## config.mk

```make
export PLATFORM = sky130hd
export DESIGN_NAME = offset_clkgen
export DESIGN_NICKNAME = d
export VERILOG_FILES = /design/src/rtl/oclk_pkg.sv /design/src/rtl/oclk_cfg.sv /design/src/rtl/oclk_counter.sv /design/src/rtl/oclk_chan.sv /design/src/rtl/offset_clkgen.sv
export SDC_FILE = /design/constraint.sdc
export NUM_CORES = 2
export LEC_CHECK = 0
export BUFFER_PORTS_ARGS = -buffer_cell sky130_fd_sc_hd__buf_2
export CELL_PAD_IN_SITES_DETAIL_PLACEMENT = 0
export CELL_PAD_IN_SITES_GLOBAL_PLACEMENT = 1
export CORE_MARGIN = 2
export CORE_UTILIZATION = 35
export DETAILED_ROUTE_END_ITERATION = 10
export PLACE_DENSITY = 0.73
export SKIP_LAST_GASP = 1
export SYNTH_ARGS = -nofsm -noshare
export SYNTH_HDL_FRONTEND = slang
export SYNTH_SLANG_ARGS = --single-unit
```

## constraint.sdc

```tcl
create_clock -name clk -period 41.7 [get_ports clk]
set_clock_uncertainty 0.15 [all_clocks]
set_input_delay 2.085 -clock clk [delete_from_list [all_inputs] [get_ports clk]]
set_output_delay 2.085 -clock clk [all_outputs]
set_load 0.01 [all_outputs]
```

## src/rtl/oclk_pkg.sv

```systemverilog
package oclk_pkg;
  localparam int ADDR_PERIOD   = 0;
  localparam int ADDR_CTRL     = 1;
  localparam int ADDR_START    = 2;
  localparam int ADDR_OFF_BASE = 4;
  localparam int CTRL_EN_BIT   = 0;
  localparam int CTRL_SER_BIT  = 1;
endpackage

```

## src/rtl/oclk_cfg.sv

```systemverilog
module oclk_cfg
  import oclk_pkg::*;
#(
  parameter int NCH = 4,
  parameter int CW  = 16,
  parameter int AW  = 3
) (
  input  logic                    clk,
  input  logic                    rst,
  input  logic                    we,
  input  logic [AW-1:0]           addr,
  input  logic [CW-1:0]           wdata,
  output logic                    en,
  output logic                    ser_mode,
  output logic                    started,
  output logic                    per_we,
  output logic [NCH-1:0][CW-1:0]  off_pend
);
  logic ctrl_we, start_we;

  assign per_we   = we && (addr == AW'(ADDR_PERIOD));
  assign ctrl_we  = we && (addr == AW'(ADDR_CTRL));
  assign start_we = we && (addr == AW'(ADDR_START));

  always_ff @(posedge clk) begin
    if (rst) begin
      en       <= 1'b0;
      ser_mode <= 1'b0;
      started  <= 1'b0;
    end else if (ctrl_we) begin
      en       <= wdata[CTRL_EN_BIT];
      ser_mode <= wdata[CTRL_SER_BIT];
      started  <= 1'b0;
    end else if (start_we) begin
      started  <= 1'b1;
    end
  end

  for (genvar i = 0; i < NCH; i++) begin : g_off
    logic off_we;
    assign off_we = we && (addr == AW'(ADDR_OFF_BASE + i));
    always_ff @(posedge clk) begin
      if (rst)         off_pend[i] <= '0;
      else if (off_we) off_pend[i] <= wdata;
    end
  end
endmodule

```

## src/rtl/oclk_counter.sv

```systemverilog
module oclk_counter #(
  parameter int NCH = 4,
  parameter int CW  = 16
) (
  input  logic                    clk,
  input  logic                    rst,
  input  logic                    per_we,
  input  logic [CW-1:0]           per_wdata,
  input  logic                    run,
  input  logic [NCH-1:0][CW-1:0]  off_pend,
  output logic [CW-1:0]           cnt,
  output logic [CW-1:0]           per_act,
  output logic [NCH-1:0][CW-1:0]  off_act
);
  logic at_top;
  assign at_top = (cnt == per_act - CW'(1));

  always_ff @(posedge clk) begin
    if (rst) begin
      cnt     <= '0;
      per_act <= '0;
      off_act <= '0;
    end else if (per_we) begin
      per_act <= per_wdata;
      cnt     <= '0;
      off_act <= off_pend;
    end else if (run) begin
      if (at_top) begin
        cnt     <= '0;
        off_act <= off_pend;
      end else begin
        cnt <= cnt + CW'(1);
      end
    end
  end
endmodule

```

## src/rtl/oclk_chan.sv

```systemverilog
module oclk_chan #(
  parameter int CW = 16
) (
  input  logic          clk,
  input  logic          rst,
  input  logic          run,
  input  logic [CW-1:0] cnt,
  input  logic [CW-1:0] per,
  input  logic [CW-1:0] off,
  output logic          out_q
);
  logic [CW-1:0] div_safe, off_eff;
  logic [CW:0]   lag, half;
  logic          hi;

  always_comb begin
    div_safe = (per < CW'(2)) ? CW'(1) : per;
    off_eff  = off % div_safe;
    if (cnt >= off_eff) lag = {1'b0, cnt} - {1'b0, off_eff};
    else                lag = {1'b0, cnt} + {1'b0, per} - {1'b0, off_eff};
    half = {2'b00, per[CW-1:1]};
    hi   = run && (lag < half);
  end

  always_ff @(posedge clk) begin
    if (rst) out_q <= 1'b0;
    else     out_q <= hi;
  end
endmodule

```

## src/rtl/offset_clkgen.sv

```systemverilog
module offset_clkgen #(
  parameter int NCH = 4,
  parameter int CW  = 16,
  parameter int AW  = 3
) (
  input  logic           clk,
  input  logic           rst,
  input  logic           cfg_we,
  input  logic [AW-1:0]  cfg_addr,
  input  logic [CW-1:0]  cfg_wdata,
  output logic [NCH-1:0] clk_out
);
  logic                   en, ser_mode, started, per_we, run;
  logic [NCH-1:0][CW-1:0] off_pend, off_act;
  logic [CW-1:0]          cnt, per_act;

  oclk_cfg #(.NCH(NCH), .CW(CW), .AW(AW)) u_cfg (
    .clk(clk), .rst(rst), .we(cfg_we), .addr(cfg_addr), .wdata(cfg_wdata),
    .en(en), .ser_mode(ser_mode), .started(started), .per_we(per_we),
    .off_pend(off_pend)
  );

  assign run = en && !(ser_mode && !started) && (per_act >= CW'(2));

  oclk_counter #(.NCH(NCH), .CW(CW)) u_cnt (
    .clk(clk), .rst(rst), .per_we(per_we), .per_wdata(cfg_wdata), .run(run),
    .off_pend(off_pend), .cnt(cnt), .per_act(per_act), .off_act(off_act)
  );

  for (genvar i = 0; i < NCH; i++) begin : g_ch
    oclk_chan #(.CW(CW)) u_ch (
      .clk(clk), .rst(rst), .run(run), .cnt(cnt), .per(per_act),
      .off(off_act[i]), .out_q(clk_out[i])
    );
  end
endmodule

```

# == After elaboration in Yosys (flattened, before gate mapping) ==
# Index checks and enable logic that the tools add are counted.
# totals
ff_bits,167
latch_bits,0
ram_bits,0
rom_bits,0
in_bits,22
output_inout_bits,4
n_memories,0
# classes
addsub,11
mul,0
n_div,4
magnitude_cmp,10
n_eq_ne,7
shift,0
muxes,9
n_bitwise,0
n_reduce_logical,22
# op_table
op,n
2-to-1 mux 64 bit,3
less-than comparator 17 x 15 -> 1 bit,4
2-to-1 mux 17 bit,4
subtractor 16 x 16 -> 17 bit,4
subtractor 17 x 16 -> 17 bit,4
greater-or-equal comparator 16 bit,4
modulo 16 x 16 -> 16 bit,4
2-to-1 mux 16 bit,2
adder 16 x 16 -> 17 bit,1
adder 16 x 1 -> 16 bit (second input constant),1
equality test 16 bit,1
greater-or-equal comparator 16 x 2 -> 1 bit (second input constant),1
less-than comparator 16 x 2 -> 1 bit (second input constant),1
subtractor 16 x 1 -> 16 bit (second input constant),1
logical AND 1 bit,14
equality test 3 bit (second input constant),4
nonzero test 2 bit,2
OR reduction 2 bit,2
equality test 3 x 1 -> 1 bit (second input constant),1
equality test 3 x 2 -> 1 bit (second input constant),1
logical NOT 3 bit,1
logical NOT 1 bit,2
AND reduction 2 bit,1

# == Logic depth before layout (Yosys ltp) ==
# logic_depth
depth_word,7
mapped_depth,171

# == Modules after synthesis ==
# Synthesis repeated with hierarchy kept, for this count alone.
# unflattened
cells_unflattened,6698
area_unflattened_um2,48863.1
# by_module_without_submodules
module,instances,cells_each,area_each_um2,seq_area_each_um2
oclk_chan (g_ch[0].u_ch),1,1478,10187.3,20.0
oclk_chan (g_ch[2].u_ch),1,1419,10149.7,20.0
oclk_chan (g_ch[3].u_ch),1,1387,9899.5,20.0
oclk_chan (g_ch[1].u_ch),1,1347,9755.6,20.0
oclk_counter,1,758,6204.7,1921.8
oclk_cfg,1,302,2618.8,1341.3
offset_clkgen,1,7,47.5,0.0

# == Worst setup path after synthesis ==
# OpenSTA, ideal clock, no wires.
# synth_path
path_kind,reg-to-reg
startpoint,register u_cnt.per_act[1]
endpoint,register g_ch[2].u_ch.out_q
t_arrival_ns,31.794
required_ns,41.480
path_slack_ns,9.686
stages_incl_launch_ff,143
n_path_buf,10
period_less_slack_ns,32.014
cell_sequence,dfxtp_1 > buf_2 > inv_1 > ha_1 > or4b_1 > a21oi_1 > nor2_1 > ha_1 > o21a_1 > o21ai_0 > mux2_2 > ha_1 > o21a_1 > o21a_1 > o21ai_0 > mux2_2 > ha_1 > o21a_1 > [... 107 more ...] > nand4_1 > o311ai_1 > a21o_1 > buf_1 > a21oi_1 > xnor2_1 > ha_1 > a21o_1 > a21o_1 > a21oi_1 > nor2b_1 > o21ai_0 > nand2b_1 > a21oi_1 > nor2b_1 > o311a_1 > a311o_1 > a21oi_1
# synth_between
elab_chain_cells,7
# synth_lines
element,line,text
start: declaration,oclk_counter.sv:12,"output logic [CW-1:0] per_act,"
start signal: assignment,oclk_counter.sv:24,per_act <= per_wdata;
less-than comparator 16 x 2 -> 1 bit,oclk_chan.sv:17,div_safe = (per < CW'(2)) ? CW'(1) : per;
2-to-1 mux 16 bit,oclk_chan.sv:17,
modulo 16 x 16 -> 16 bit,oclk_chan.sv:18,off_eff = off % div_safe;
subtractor 17 x 16 -> 17 bit (tied with other cells),oclk_chan.sv:20,"else lag = {1'b0, cnt} + {1'b0, per} - {1'b0, off_eff};"
2-to-1 mux 17 bit,oclk_chan.sv:19,"if (cnt >= off_eff) lag = {1'b0, cnt} - {1'b0, off_eff};"
less-than comparator 17 x 15 -> 1 bit,oclk_chan.sv:22,hi = run && (lag < half);
logical AND 1 bit *,oclk_chan.sv:22,
end signal: assignment,oclk_chan.sv:27,else out_q <= hi;
end: declaration,oclk_chan.sv:10,output logic out_q
# Mark *: on every way between the ends. The rest lies on a longest branch, timed or not.
# A chain may end at the register's enable or synchronous reset.

# == Final worst setup path ==
# layout_path
startpoint,register u_cnt.per_act[1]
endpoint,register g_ch[1].u_ch.out_q
# layout_between
elab_chain_cells,7
# layout_lines
element,line
less-than comparator 16 x 2 -> 1 bit,oclk_chan.sv:17
2-to-1 mux 16 bit,oclk_chan.sv:17
modulo 16 x 16 -> 16 bit,oclk_chan.sv:18
subtractor 17 x 16 -> 17 bit (tied with other cells),oclk_chan.sv:20
2-to-1 mux 17 bit,oclk_chan.sv:19
less-than comparator 17 x 15 -> 1 bit,oclk_chan.sv:22
logical AND 1 bit *,oclk_chan.sv:22
end signal: assignment,oclk_chan.sv:27
end: declaration,oclk_chan.sv:10
# Marks and branches as above.

==> flow_metrics.tcl <==
set metrics [dict create \
    hpwl_um 127000 \
    rsz0062_at_grt "false" \
    synthFlopType "dfxtp_1" \
    hold_depth 2 \
    syn_to_final_growth_pct 6.61 \
    period_needed_ps 37970 \
    rows 128 \
    finalCritPeriodShare 0.911 \
    worstHoldStart "u_cfg.off_pend[21]$_SDFFE_PP0P_" \
    r2r_start "u_cnt.per_act[1]$_SDFFE_PP0P_" \
    antenna_left 0 \
    ys_ff_latch 167 \
    critPathLaunchType "flip-flop" \
    reg2reg_to "g_ch[1].u_ch.out_q$_SDFF_PP0_" \
    cp_common_cell "o21a_1" \
    cts_inserted_buffers 17 \
    synth_nets 6791 \
    die_w_um 354 \
    initial_core_util 0.352 \
    grt_usage 0.246 \
    worstPathMaxFanout 36 \
    wl_per_cell_um 20.9 \
    crit_buf_inv 8 \
    reg2reg_depth 138 \
    fin_nets 6743 \
    place_inst 7639 \
    drive_gt1_frac 0.0675 \
    routed_wl_um 160000 \
    first_pass_iters 6 \
    antenna_found_initial 1 \
    avgSynthCellArea_um2 7.05 \
    seq_area_frac_synth 0.0780 \
    yosys_warnings 0 \
    synth_edf_count 0 \
    status "finished clean" \
    hold_slack_ps 311 \
    htreeDepth 4 \
    hold_end "u_cfg.off_pend[21]$_SDFFE_PP0P_" \
    place.port_buffers 25 \
    crit_slowest_cell "clkinv_2" \
    synthCells 6081 \
    hold_viol 0 \
    grt_remaining_overflow 0 \
    antennaDiodeCount 0 \
    vias 45200 \
    finalSetupViolCount 0 \
    io_pins 26 \
    gp_congestion 0.949 \
    fp.coreArea_mm2 0.122 \
    grt_pass1_wl_um 245000 \
    max_freq_mhz 26.3 \
    synth_area_mm2 0.0429 \
    cts_buffer_depth 2 \
    ys_types 113 \
    dpl_worst_slack_ps 4210 \
    startpoint "u_cnt.per_act[1]$_SDFFE_PP0P_" \
    root_buffer "clkbuf_16" \
    drt_iter0_drc 3506 \
    path_clk_slew_ps 100 \
    drc 0 \
    clock-sinks 167 \
    relSlewSlack 0.177 \
    mostFrequentLayoutCells "ha_1 (675), nand2_1 (630), nor2_1 (598), a21oi_1 (530), o21ai_0 (371)" \
    fp.dieH_um 354 \
    maxCapViolations 0 \
    crit_path_max_incr_delay_ps 850 \
    r2r_slack_ps 3730 \
    required_ps 41970 \
    worst_slack_ps 3730 \
    hold_path_class "reg -> reg" \
    cts.repair.resized 0 \
    cts_hold_buf 0 \
    die_area_mm2 0.125 \
    cts_tree "built" \
    final_common_cell "ha_1" \
    critical-path-top-delay-family "compound AO/OA/AOI/OAI gates" \
    path_class "reg -> reg" \
    finalNonFillerCells 7671 \
    clock_latency_ps 470 \
    postCtsSetupBuffers 0 \
    crit_arrival_ps 38240 \
    grt_pass1_vias 41500 \
    worst_slew_pin_slew_ps 1230 \
    grt_max_degree 126 \
    avgViaCountPerCell 5.89 \
    fin_setup_tns_ps 0 \
    synthArstFlopShare 0 \
    slew_violations 0 \
    cp-end-kind "flip-flop" \
]
-- worst max-delay path by stage --
stage | to | slack [ps] | cells past startpoint
2_1_floorplan | g_ch[2].u_ch.out_q$_SDFF_PP0_ | 9690 | 142
3_3_place_gp | g_ch[1].u_ch.out_q$_SDFF_PP0_ | 4430 | 136
3_5_place_dp | g_ch[1].u_ch.out_q$_SDFF_PP0_ | 4210 | 136
4_1_cts | g_ch[1].u_ch.out_q$_SDFF_PP0_ | 4040 | 136
5_1_grt | g_ch[1].u_ch.out_q$_SDFF_PP0_ | 950 | 137
6_report | g_ch[1].u_ch.out_q$_SDFF_PP0_ | 3730 | 138
-- final cells by class --
type | instances | area [µm²]
Clock buffer | 17 | 425
Sequential cell | 167 | 3340
Timing Repair Buffer | 133 | 951
Multi-Input combinational cell | 5430 | 37700
Tap cell | 1625 | 2030
Inverter | 284 | 1070
Clock inverter | 15 | 196
Fill cell | 13100 | 76000
-- Yosys cell counts, types with 133 or more instances --
cell type | instances | area (µm²)
a21o_1 | 134 | 1010
a21oi_1 | 531 | 2660
clkbuf_1 | 142 | 533
dfxtp_1 | 167 | 3340
ha_1 | 675 | 8450
inv_1 | 281 | 1050
nand2_1 | 630 | 2360
nor2_1 | 598 | 2240
nor3_1 | 266 | 1330
o21a_1 | 240 | 1800
o21ai_0 | 372 | 1860
xnor2_1 | 299 | 2620
xor2_1 | 133 | 1160
-- flip-flops by register name (all words and copies together), names as in the netlist --
register         count
u_cfg.started        1
u_cnt.cnt           16
u_cfg.en             1
u_cfg.off_pend      64
u_cnt.off_act       64
g_ch.u_ch.out_q      4
u_cnt.per_act       16
u_cfg.ser_mode       1
-- cells by family after synthesis --
logic type	after synthesis	synth area share
xor gates and xnor gates	432	0.0883
AOI/OAI and AO/OA	1980	0.303
adders and majority gates	703	0.207
buffers and inverters	484	0.0447
and+or+nand+nor	2123	0.231
muxes	192	0.0478
DFF	167	0.0780
-- worst reg2reg max path: cells and delay by family, from the launching register on --
family	cells	cell delay, ps
compound gates	78	20430
fa+ha+maj	17	5480
simple gates	25	5260
buf+inv	8	2480
mux	5	2200
xor+xnor	5	1180
flops	1	770
-- per-stage QoR --
stage / utilization / cell area (µm²)
after floorplan: - / 42900
final: 0.375 / 45700
after global routing: 0.375 / 45700
after CTS: 0.375 / 45700
after global placement: 0.370 / 45100
after detailed placement: 0.370 / 45100
-- routing by layer --
metal / part of all wire / up-vias / GRT usage
li1: - / 22400 / -
met1: 0.47 / 21200 / 0.348
met2: 0.43 / 1400 / 0.393
met3: 0.061 / 229 / 0.0246
met4: 0.034 / 0 / 0.0715
met5: 0 / - / 0
Power is left out: the tool's default activity adds up to more than one toggle a clock period on the data nets, which glitch-free logic cannot reach.
